**src/rtl/sirqPkg.sv**
```systemverilog
package sirqPkg;

  typedef enum logic [1:0] {
    PH_SAMPLE  = 2'd0,
    PH_RECOVER = 2'd1,
    PH_TURN    = 2'd2
  } phaseT;

  typedef enum logic [1:0] {
    ST_IDLE     = 2'd0,
    ST_FRAMES   = 2'd1,
    ST_STOPWAIT = 2'd2
  } stateT;

  typedef struct packed {
    logic takeSnap;
    logic fireReq;
    logic goQuiet;
    logic goCont;
  } ctrlStrobeT;

endpackage

```
**src/rtl/sirqDatapath.sv**
```systemverilog
module sirqDatapath
  import sirqPkg::*;
#(
  parameter int NUM_IRQ = 16,
  parameter int CNT_W   = 4,
  localparam int FW     = (NUM_IRQ > 1) ? $clog2(NUM_IRQ) : 1
) (
  input  logic               clk,
  input  logic               rst,
  input  logic [NUM_IRQ-1:0] irqIn,
  input  logic               lineIn,
  input  ctrlStrobeT         strobe,
  input  logic               inFrames,
  input  logic [FW-1:0]      frameIdx,
  input  phaseT              phase,
  output logic [CNT_W-1:0]   lowCnt,
  output logic               irqDiffers,
  output logic               quietMode,
  output logic               reqSent,
  output logic               lineOe,
  output logic               lineData
);

  logic [NUM_IRQ-1:0] irqSnap;
  logic               reqDrive;
  logic               slotActive;

  // Run length of consecutive low samples, saturating.
  always_ff @(posedge clk) begin
    if (rst || lineIn)          lowCnt <= '0;
    else if (lowCnt != '1)      lowCnt <= lowCnt + 1'b1;
  end

  always_ff @(posedge clk) begin
    if (rst)                    irqSnap <= '0;
    else if (strobe.takeSnap)   irqSnap <= irqIn;
  end

  always_ff @(posedge clk) begin
    if (rst)                    quietMode <= 1'b0;
    else if (strobe.goQuiet)    quietMode <= 1'b1;
    else if (strobe.goCont)     quietMode <= 1'b0;
  end

  always_ff @(posedge clk) begin
    if (rst)                    reqSent <= 1'b0;
    else if (strobe.takeSnap)   reqSent <= 1'b0;
    else if (strobe.fireReq)    reqSent <= 1'b1;
  end

  always_ff @(posedge clk) begin
    if (rst) reqDrive <= 1'b0;
    else     reqDrive <= strobe.fireReq;
  end

  assign irqDiffers = (irqIn != irqSnap);
  assign slotActive = irqSnap[frameIdx];

  always_comb begin
    if (inFrames) begin
      lineOe   = slotActive && (phase != PH_TURN);
      lineData = slotActive && (phase == PH_RECOVER);
    end else begin
      lineOe   = reqDrive;
      lineData = 1'b0;
    end
  end

  // a start request lasts a single clock
  assert_req_single_R9: assert property (@(posedge clk) disable iff (rst)
    $rose(reqDrive) |=> !reqDrive);

  // drive outside the slots only happens in quiet mode
  assert_req_quiet_only_R10: assert property (@(posedge clk) disable iff (rst)
    (lineOe && !inFrames) |-> quietMode);

  // snapshot frozen while slots run
  assert_snap_hold_R7: assert property (@(posedge clk) disable iff (rst)
    (inFrames && $past(inFrames)) |-> $stable(irqSnap));

  // the wire is only driven high while enabled
  assert_high_needs_oe_R5: assert property (@(posedge clk) disable iff (rst)
    lineData |-> lineOe);

endmodule

```
**src/rtl/sirqControl.sv**
```systemverilog
module sirqControl
  import sirqPkg::*;
#(
  parameter int NUM_IRQ    = 16,
  parameter int CNT_W      = 4,
  parameter int START_MIN  = 4,
  parameter int STOP_QUIET = 2,
  parameter int STOP_CONT  = 3,
  localparam int FW        = (NUM_IRQ > 1) ? $clog2(NUM_IRQ) : 1
) (
  input  logic             clk,
  input  logic             rst,
  input  logic             lineIn,
  input  logic [CNT_W-1:0] lowCnt,
  input  logic             irqDiffers,
  input  logic             quietMode,
  input  logic             reqSent,
  output ctrlStrobeT       strobe,
  output logic             inFrames,
  output logic [FW-1:0]    frameIdx,
  output phaseT            phase
);

  localparam logic [FW-1:0]    LAST_FRAME = FW'(NUM_IRQ - 1);
  localparam logic [CNT_W-1:0] START_LEN  = CNT_W'(START_MIN);
  localparam logic [CNT_W-1:0] QUIET_LEN  = CNT_W'(STOP_QUIET);
  localparam logic [CNT_W-1:0] CONT_LEN   = CNT_W'(STOP_CONT);

  stateT state;
  logic  startSeen;

  assign startSeen = lineIn && (lowCnt >= START_LEN);
  assign inFrames  = (state == ST_FRAMES);

  always_comb begin
    strobe = '0;
    case (state)
      ST_IDLE: begin
        if (startSeen)
          strobe.takeSnap = 1'b1;
        else if (quietMode && !reqSent && irqDiffers && lineIn)
          strobe.fireReq = 1'b1;
      end
      ST_STOPWAIT: begin
        if (lineIn && lowCnt == QUIET_LEN)     strobe.goQuiet = 1'b1;
        else if (lineIn && lowCnt >= CONT_LEN) strobe.goCont  = 1'b1;
      end
      default: ;
    endcase
  end

  always_ff @(posedge clk) begin
    if (rst) begin
      state    <= ST_IDLE;
      phase    <= PH_SAMPLE;
      frameIdx <= '0;
    end else begin
      case (state)
        ST_IDLE: begin
          if (strobe.takeSnap) begin
            state    <= ST_FRAMES;
            phase    <= PH_SAMPLE;
            frameIdx <= '0;
          end
        end
        ST_FRAMES: begin
          case (phase)
            PH_SAMPLE:  phase <= PH_RECOVER;
            PH_RECOVER: phase <= PH_TURN;
            default: begin
              phase <= PH_SAMPLE;
              if (frameIdx == LAST_FRAME) state <= ST_STOPWAIT;
              else                        frameIdx <= frameIdx + 1'b1;
            end
          endcase
        end
        ST_STOPWAIT: begin
          if (strobe.goQuiet || strobe.goCont) state <= ST_IDLE;
        end
        default: state <= ST_IDLE;
      endcase
    end
  end

  // sample is always followed by recovery inside the slots
  assert_phase_order_R4: assert property (@(posedge clk) disable iff (rst)
    (state == ST_FRAMES && phase == PH_SAMPLE) |=>
      (state == ST_FRAMES && phase == PH_RECOVER));

  // slot index stays within the configured count
  assert_frame_bound_R4: assert property (@(posedge clk) disable iff (rst)
    inFrames |-> (frameIdx <= LAST_FRAME));

  // the last turnaround leads to waiting for the stop pulse
  assert_stop_after_last_R8: assert property (@(posedge clk) disable iff (rst)
    (state == ST_FRAMES && frameIdx == LAST_FRAME && phase == PH_TURN) |=>
      (state == ST_STOPWAIT));

  // a cycle only begins from idle
  assert_start_from_idle_R2: assert property (@(posedge clk) disable iff (rst)
    $rose(inFrames) |-> ($past(state) == ST_IDLE));

endmodule

```
**src/rtl/sirqSlaveEncoder.sv**
```systemverilog
module sirqSlaveEncoder
  import sirqPkg::*;
#(
  parameter int NUM_IRQ    = 16,
  parameter int CNT_W      = 4,
  parameter int START_MIN  = 4,
  parameter int STOP_QUIET = 2,
  parameter int STOP_CONT  = 3
) (
  input  logic               clk,
  input  logic               rst,
  input  logic [NUM_IRQ-1:0] irqIn,
  input  logic               lineIn,
  output logic               lineOe,
  output logic               lineData
);

  localparam int FW = (NUM_IRQ > 1) ? $clog2(NUM_IRQ) : 1;

  ctrlStrobeT       strobe;
  logic             inFrames;
  logic [FW-1:0]    frameIdx;
  phaseT            phase;
  logic [CNT_W-1:0] lowCnt;
  logic             irqDiffers;
  logic             quietMode;
  logic             reqSent;

  sirqControl #(
    .NUM_IRQ(NUM_IRQ), .CNT_W(CNT_W), .START_MIN(START_MIN),
    .STOP_QUIET(STOP_QUIET), .STOP_CONT(STOP_CONT)
  ) i_ctrl (
    .clk(clk), .rst(rst), .lineIn(lineIn), .lowCnt(lowCnt),
    .irqDiffers(irqDiffers), .quietMode(quietMode), .reqSent(reqSent),
    .strobe(strobe), .inFrames(inFrames), .frameIdx(frameIdx), .phase(phase)
  );

  sirqDatapath #(
    .NUM_IRQ(NUM_IRQ), .CNT_W(CNT_W)
  ) i_data (
    .clk(clk), .rst(rst), .irqIn(irqIn), .lineIn(lineIn), .strobe(strobe),
    .inFrames(inFrames), .frameIdx(frameIdx), .phase(phase),
    .lowCnt(lowCnt), .irqDiffers(irqDiffers), .quietMode(quietMode),
    .reqSent(reqSent), .lineOe(lineOe), .lineData(lineData)
  );

endmodule

```
**config.mk**
```make
export PLATFORM = sky130hd
export DESIGN_NAME = sirqSlaveEncoder
export DESIGN_NICKNAME = d
export VERILOG_FILES = /design/src/rtl/sirqPkg.sv /design/src/rtl/sirqDatapath.sv /design/src/rtl/sirqControl.sv /design/src/rtl/sirqSlaveEncoder.sv
export SDC_FILE = /design/constraint.sdc
export NUM_CORES = 1
export LEC_CHECK = 0
export ABC_AREA = 1
export BUFFER_PORTS_ARGS = -buffer_cell sky130_fd_sc_hd__buf_4
export CAP_MARGIN = 40
export CORE_MARGIN = 5
export CORE_UTILIZATION = 61
export CTS_CLUSTER_SIZE = 25
export DETAILED_ROUTE_END_ITERATION = 8
export PLACE_DENSITY = 0.8
export SYNTH_ARGS = -nofsm -noshare
export SYNTH_HDL_FRONTEND = slang
export SYNTH_HIERARCHICAL = 1
export SYNTH_SLANG_ARGS = --single-unit
```
**constraint.sdc**
```tcl
create_clock -name clk -period 2.5 [get_ports clk]
set_clock_uncertainty 0.15 [all_clocks]
set_input_delay 0.625 -clock clk [delete_from_list [all_inputs] [get_ports clk]]
set_output_delay 0.625 -clock clk [all_outputs]
set_load 0.1 [all_outputs]
```
==> results.toml, run 1 <==
[grt]
antenna_found_initial = 0
grt_pass1_wl_um = 6000
grt_overflow = 0
grt_usage = 0.182
grt_pass1_vias = 1467
grt_max_degree = 31

[synth]
synth_top_cell_area_share = 0.356
synth_top_cell_by_area = "dfxtp_1"
syn_area_sq_mm = 0.00174
synth_simple_gate_area_share = 0.326
syn_inst = 252
avgSynthCellArea_sq_um = 6.91
ys_top_cells_by_area = "dfxtp_1 36%, nand2_1 11%, inv_1 8.0%"
synth-xor-area-share = 0.0754
ys.flop_type = "dfxtp_1"
yosysUniqueCellTypes = 23
synth_compound_area_frac = 0.127
synth-seq-cells = 31
synthAdderAreaFrac = 0.0144
synth_common_cells = "50 x nand2_1, 37 x inv_1, 34 x nor2_1"
yosysMostFrequentCell = "nand2_1"
seq_area_frac_synth = 0.356
ys_warn_count = 6
async_flop_share = 0
synth_edf_count = 0
synth_top_family_by_area = "simple AND/OR/NAND/NOR gates"
synth.area.mux_share = 0
synth_nets = 273

[hold_path]
min-delay-path-class = "flip-flop to flip-flop"

[cts]
cts_buffers = 5
cts.sinks = 31
path_clk_slew_ns = 0.10
clockBufferDepth = 2
clock-root-buffer = "clkbuf_4"
clk_latency_ns = 0.34
hold_buffers = 0
htree_levels = 2
tritoncts = "done"
cts_setup_buffers = 0

[floorplanning]
ioPinCount = 21
dieWidth_um = 63.4
dieArea_sq_mm = 0.00402
rows = 19
initial_utilization = 0.632
die_y_um = 63.4
core_region_area_sq_mm = 0.00276

[place]
dp.final_hpwl_um = 2530
place.port_buffers = 20
gp_congestion = 0.868
placement.cell_area_sq_mm = 0.00194

[power_and_ir_drop]
powerDensity_mw_per_mm2 = 418
p_total_mw = 0.857
power_leakage_nw = 0.798
peakVddDrop_mv = 0.440

[timing]
fin_crit_sh = 0.956
slew_violations = 0
fmax_mhz = 419
setup_viol = 0
setup_tns_ns = 0
finalHoldViolations = 0
worstMarginPinSlew_ns = 0.392
fin_crit_ns = 2.39
slew_headroom = 0.735
hold_ws_ns = 0.345

[critical_path]
critical_path_arrival_ns = 1.61
crit_fanout = 4
crit_required_ns = 1.73
worstSetupEndpointType = "primary output"
criticalPathCategory = "flip-flop to primary output"
cp-start-kind = "flip-flop"

[drt]
ant_nets = 0
first_pass_iters = 4
vias = 1610
route.detailed.drc = 0
wl_per_cell_um = 11.4
drt-total-wl_um = 3510
via_per_inst = 5.21
drtIter0Drc = 61

[final_layout]
seq_area_sq_um = 627
area_growth_pct = 17.7
nNetsFinal = 299
multiInputGateArea_sq_um = 978
fill_cells = 251
drive_gt1_frac = 0.194
antenna_cells = 0
design_area_sq_mm = 0.00205

[job]
drv_cap = 0

[outcome]
outcome = "completed"
[path summary, 6_finish.rpt]
| kind | depth (start not counted) | start | to | slack, ns |
|---|---|---|---|---|
| max | 9 | i_ctrl/frameIdx[0] | lineOe | 0.11 |
| max reg2reg | 9 | i_data/irqSnap[6] | i_data/reqSent | 0.79 |
| min | 2 | i_ctrl/phase[0] | i_ctrl/phase[0] | 0.34 |
| min reg2reg | 2 | i_ctrl/phase[0] | i_ctrl/phase[0] | 0.34 |
[layout make-up]
type,instances,share of cell area
sequential,31,0.306
tap,31,0.0189
timing repair buffer,25,0.103
clock buffer,6,0.0250
inverter,37,0.0677
multi-input combinational,178,0.477
clock inverter,1,0.00244
[layout by cell type, fill, tap and decap left out, types with 2 or more instances in the layout]
| cell type | Yosys | final |
|---|---|---|
| o21ai_0 | 6 | 6 |
| clkbuf_4 | 0 | 5 |
| or2_2 | 2 | 2 |
| nand2_2 | 3 | 6 |
| a211oi_1 | 15 | 15 |
| nor2_2 | 1 | 2 |
| nand3_2 | 4 | 3 |
| nor2_1 | 34 | 33 |
| nand2_1 | 50 | 47 |
| nand3_1 | 17 | 17 |
| ha_1 | 2 | 2 |
| o21ai_2 | 1 | 2 |
| a21oi_1 | 13 | 12 |
| dfxtp_2 | 0 | 2 |
| inv_1 | 37 | 36 |
| dfxtp_1 | 31 | 28 |
| buf_4 | 0 | 21 |
| nor3_1 | 4 | 4 |
| buf_6 | 1 | 3 |
| xnor2_1 | 15 | 15 |
| nand4_1 | 7 | 7 |
[worst max-delay path: stages, from the launching register on]
cell     delay (ns)
dfxtp_4        0.37
buf_6          0.13
nand2_1        0.06
nand3_1        0.09
nand3_1        0.13
nand3_4        0.10
nand2_2        0.09
nand2_2        0.05
nand2_2        0.08
buf_12         0.17
[sequential cells by signal (all words and copies together), names as in the netlist]
name,flops
i_data/reqDrive,1
i_ctrl/frameIdx,4
i_data/reqSent,1
i_data/lowCnt,4
i_ctrl/state,2
i_data/quietMode,1
i_ctrl/phase,2
i_data/irqSnap,16
[logic make-up after synthesis]
kind of cell | count (synthesis)
simple gates | 125
buf+inv | 43
compound gates | 36
flops | 31
xor+xnor | 15
fa+ha+maj | 2
[repair_timing]
action / in CTS / in global routing
endpoints found under the hold margin: 0 / 0
setup endpoints to repair: 1 / 2
resized for setup: 1 / 17
gates cloned: 0 / 1
pin swaps: 0 / 3
[per-stage QoR]
step                      utilization  setup WS [ns]  instances
after floorplan                     -         0.0841        252
after global placement          0.702          0.383        301
after detailed placement        0.702          0.355        301
after CTS                       0.724         0.0122        308
after global routing            0.744       -0.00977        309
final                           0.744          0.111        309
[routing by layer]
metal  up-vias  share of wire  GRT usage
li1        873              -          -
met1       708           0.47      0.218
met2        23           0.47      0.297
met3         6          0.051     0.0693
met4         0          0.013     0.0597
met5         -              0          0
[power breakdown]
group          total (mW)  switching (mW)  internal (mW)
Clock               0.297           0.167          0.130
Sequential          0.498         0.00312          0.495
Combinational      0.0620          0.0295         0.0325
(Power assumes the default switching activity.)
==> run 2: changes to the inputs <==
CORE_ASPECT_RATIO = 0.6   (was not set)
GPL_TIMING_DRIVEN = 0   (was not set)
==> run 2 against run 1 <==
  * Hold slack worse by 0.010 ns
  * Total power is 25% higher
  * Maximum frequency is 0.23% higher
  * Setup slack better by 0.0056 ns
  * Critical path type unchanged
  * Highest routed layer unchanged
==> results.toml, run 2 (same netlist as run 1, synthesis figures left out) <==
[drt]
first_pass_iters = 4
vias = 1677
via_per_inst = 5.34
drtIter0Drc = 136
drt-total-wl_um = 3960
wl_per_cell_um = 12.6
ant_nets = 0
route.detailed.drc = 0

[timing]
setup_tns_ns = 0
finalHoldViolations = 0
slew_violations = 0
fmax_mhz = 420
rsz0062_at_grt = "no"
fin_crit_sh = 0.954
fin_crit_ns = 2.38
slew_headroom = 0.726
setup_viol = 0
worstMarginPinSlew_ns = 0.406

[cts]
htree_levels = 2
clockBufferDepth = 2
cts_buffers = 5
clk_latency_ns = 0.28
clock-root-buffer = "clkbuf_8"
path_clk_slew_ns = 0.07
cts_setup_buffers = 0
postCtsResizedCells = 3
tritoncts = "done"
hold_buffers = 0
cts.sinks = 31

[critical_path]
cp_top_family = "simple AND/OR/NAND/NOR gates"
critical-path-max-stage-delay_ns = 0.38
critical_path_arrival_ns = 1.61
worstSetupEndpointType = "primary output"
r2r-start = "i_data/irqSnap[6]"
cp-start-kind = "flip-flop"
criticalPathCategory = "flip-flop to primary output"
crit_fanout = 10
crit_top_cell = "nand2_1"
path_buf_inv = 2
crit_required_ns = 1.73
crit_path_start = "i_ctrl/frameIdx[0]"
path_cells = "buf_8 > o21ai_2 > nand2_1 > nand3_2 > nand3_2 > nand2_1 > nand2_1 > nand2_2 > buf_12"
cpMaxStageDelayCell = "dfxtp_4"

[outcome]
outcome = "completed"

[grt]
grt_pass1_wl_um = 6850
grt_pass1_vias = 1535
grt_use_met3 = 0.0528
top_usage_layer = "met2"
antenna_found_initial = 0
use_met2 = 0.323
grt_usage = 0.218
grt_overflow = 0
grt_use_met1 = 0.316
grt_max_degree = 11

[final_layout]
fill_cells = 232
top_register = "i_data/irqSnap"
mostFrequentLayoutCells = "49 x nand2_1, 37 x inv_1, 33 x nor2_1"
reg.largest.list = "i_data/irqSnap: 16 flops, i_ctrl/frameIdx: 4 flops, i_data/lowCnt: 4 flops"
utilization = 0.749
largest_reg_flops = 16
drive_gt1_frac = 0.182
nNetsFinal = 300
antenna_cells = 0
final_common_cell = "nand2_1"
area_growth_pct = 20.3

[place]
place.port_buffers = 20
dp.final_hpwl_um = 2880
gp_congestion = 0.871

[floorplanning]
ioPinCount = 21
dieWidth_um = 79.0
initial_utilization = 0.623
core_region_area_sq_mm = 0.00280
die_y_um = 51.4
rows = 15
dieArea_sq_mm = 0.00406

[power_and_ir_drop]
powerDensity_mw_per_mm2 = 512
power_leakage_nw = 0.817
peakVddDrop_mv = 0.387

[job]
drv_cap = 0

[hold_path]
min-delay-path-class = "flip-flop to flip-flop"
worstHoldStart = "i_data/quietMode"
==> run 2: cell count changes in the layout (fill, tap and decap cells not counted), sizes merged <==
cell,previous run,this run
buf,25,26
bufinv,0,1
==> run 2: final cells by class <==
| cell class | count | area (sq um) | share of cell area |
|---|---|---|---|
| multi-input combinational | 178 | 966 | 0.461 |
| sequential | 31 | 624 | 0.298 |
| timing repair buffer | 20 | 166 | 0.0794 |
| inverter | 37 | 139 | 0.0663 |
| clock buffer | 6 | 82.6 | 0.0394 |
| tap | 34 | 42.5 | 0.0203 |
| buffer | 6 | 40.0 | 0.0191 |
| clock inverter | 2 | 35.0 | 0.0167 |
==> run 2: per-layer routing <==
metal  vias up  share of wire
met4         0         0.0030
met2        40           0.41
met3         4          0.060
met1       762           0.53
met5         -              0
li1        871              -
==> run 2: worst paths after layout <==
| path | to | slack (ns) | depth (start not counted) |
|---|---|---|---|
| setup / recovery | lineOe | 0.12 | 9 |
| hold / removal | i_data/quietMode | 0.33 | 2 |
| setup reg to reg | i_data/reqSent | 0.76 | 9 |
| hold reg to reg | i_data/quietMode | 0.33 | 2 |
==> run 2: metrics by stage <==
step	total power, mW	area, sq um	setup WS (ns)	hold slack, ns	cells
after CTS	1.09	2070	0.0103	0.343	314
after global routing	1.12	2100	0.0161	0.369	314
after floorplan	0.538	1750	0.0841	0.303	252
after global placement	0.574	1950	0.230	0.325	306
after detailed placement	0.575	1950	0.219	0.324	306
final	1.07	2100	0.116	0.334	314
==> run 2: worst min-delay path, delay by kind of cell, from the launching register on <==
family,cells,cell delay (ns)
flip-flops,1,0.32
AND/OR/NAND/NOR,1,0.07
AO/OA/AOI/OAI,1,0.06
==> run 2: where the power goes <==
group	switching, mW	leakage (nW)	internal (mW)	total [mW]
clock network	0.187	0.0612	0.322	0.509
registers	0.00348	0.251	0.495	0.499
logic	0.0318	0.505	0.0335	0.0653
==> run 3: changes to the inputs <==
RECOVER_POWER = 25   (was not set)
==> run 3 against run 2 <==
  * Non-clock buffer count unchanged
  * Hold slack did not move
  * Routed wire length up 0.20%
  * Total power is essentially flat
  * Sequential power barely moved
  * Register-to-register slack about the same
  * Cell area fell by 0.12%
  * Setup slack is essentially flat
  * Sequential cell count did not move
  * Clock power about the same
  * Sequential share of layout area about the same
  * Critical path type unchanged
  * Critical endpoint unchanged
  * Largest power group unchanged
  * Highest routed layer unchanged
==> results.toml, run 3 (same netlist as run 1, synthesis figures left out) <==
[outcome]
outcome = "completed"

[drt]
vias = 1682
drt-total-wl_um = 3970
ant_nets = 0
drtIter0Drc = 136
route.detailed.drc = 0
first_pass_iters = 4
via_per_inst = 5.36
wl_per_cell_um = 12.6

[critical_path]
cp-start-kind = "flip-flop"
critical_path_arrival_ns = 1.61
r2r-start = "i_data/irqSnap[6]"
criticalPathCategory = "flip-flop to primary output"
crit_required_ns = 1.73
worstSetupEndpointType = "primary output"
crit_path_start = "i_ctrl/frameIdx[0]"
crit_fanout = 10
reg2reg_depth = 9

[final_layout]
nNetsFinal = 300
final_common_cell = "nand2_1"
fill_cells = 233
top_register = "i_data/irqSnap"
largest_reg_flops = 16
drive_gt1_frac = 0.179
fin_cells = 314
utilization = 0.749
mostFrequentLayoutCells = "50 x nand2_1, 37 x inv_1, 33 x nor2_1"
area_growth_pct = 20.2
antenna_cells = 0
reg.largest.list = "i_data/irqSnap: 16 flops, i_ctrl/frameIdx: 4 flops, i_data/lowCnt: 4 flops"

[timing]
fmax_mhz = 420
rsz0062_at_grt = "no"
worstMarginPinSlew_ns = 0.406
fin_crit_ns = 2.38
finalHoldViolations = 0
slew_violations = 0
fin_crit_sh = 0.953
slew_headroom = 0.726
setup_viol = 0
setup_tns_ns = 0

[floorplanning]
dieArea_sq_mm = 0.00406
dieWidth_um = 79.0
core_region_area_sq_mm = 0.00280
ioPinCount = 21
die_y_um = 51.4
rows = 15
initial_utilization = 0.623

[power_and_ir_drop]
powerDensity_mw_per_mm2 = 513
power_leakage_nw = 0.817
peakVddDrop_mv = 0.387

[hold_path]
worstHoldStart = "i_data/quietMode"
worst_hold_path.num_cells = 2
min-delay-path-class = "flip-flop to flip-flop"

[grt]
antenna_found_initial = 0
grt_pass1_vias = 1535
grt_pass1_wl_um = 6850
grt_usage = 0.218
grt_overflow = 0
grt_max_degree = 11

[cts]
clock-root-buffer = "clkbuf_8"
cts_buffers = 5
cts_setup_buffers = 0
tritoncts = "done"
cts.sinks = 31
path_clk_slew_ns = 0.07
clk_latency_ns = 0.28
htree_levels = 2
clockBufferDepth = 2
hold_buffers = 0

[place]
dp.final_hpwl_um = 2880
gp_congestion = 0.871
place_inst = 306
place.port_buffers = 20

[job]
drv_cap = 0
==> run 3: cell counts in the layout (fill, tap and decap cells not counted) <==
Identical to the previous run, type by type.
==> run 3: through the flow <==
stage | setup WS [ns] | hold WS [ns] | power [mW] | area (sq um)
after detailed placement | 0.219 | 0.324 | 0.575 | 1950
after global routing | 0.0161 | 0.369 | 1.12 | 2090
final | 0.116 | 0.334 | 1.07 | 2090
after global placement | 0.230 | 0.325 | 0.574 | 1950
after CTS | 0.0103 | 0.343 | 1.09 | 2070
after floorplan | 0.0841 | 0.303 | 0.538 | 1750
==> run 3: metal layers <==
layer | GRT usage | share of wire | up-vias
li1 | - | - | 871
met1 | 0.316 | 0.53 | 765
met2 | 0.323 | 0.41 | 42
met3 | 0.0528 | 0.060 | 4
met4 | 0.0514 | 0.0030 | 0
met5 | 0 | 0 | -
==> run 3: what timing repair did <==
item,CTS,global route
cloned,0,0
gates resized for setup,3,7
endpoints found under the setup margin,2,2
endpoints found under the hold margin,0,0
==> run 3: report_power, final <==
group          internal, mW  switching (mW)  total (mW)
registers             0.495         0.00347       0.499
clock network         0.322           0.187       0.509
logic                0.0335          0.0318      0.0653
==> run 3: critical path, stage by stage, from the launching register on <==
cell and delay, ns:
dfxtp_4 0.38, buf_8 0.15, o21ai_2 0.16, nand2_1 0.09, nand3_2 0.08, nand3_2 0.09, nand2_1 0.08, nand2_1 0.06
nand2_2 0.08, buf_12 0.17
==> run 3: final timing paths <==
kind | end | slack (ns)
worst min-delay path | i_data/quietMode | 0.33
worst max-delay path | lineOe | 0.12
worst min register to register | i_data/quietMode | 0.33
worst max register to register | i_data/reqSent | 0.76
==> run 3: cell type report <==
cell class	instances	area, sq um	share of cell area
Tap cell	34	42.5	0.0203
Inverter	37	139	0.0663
Clock buffer	6	82.6	0.0395
Clock inverter	2	35.0	0.0167
Buffer	6	40.0	0.0191
Multi-Input combinational cell	178	963	0.460
Timing Repair Buffer	20	166	0.0795
Sequential cell	31	624	0.298
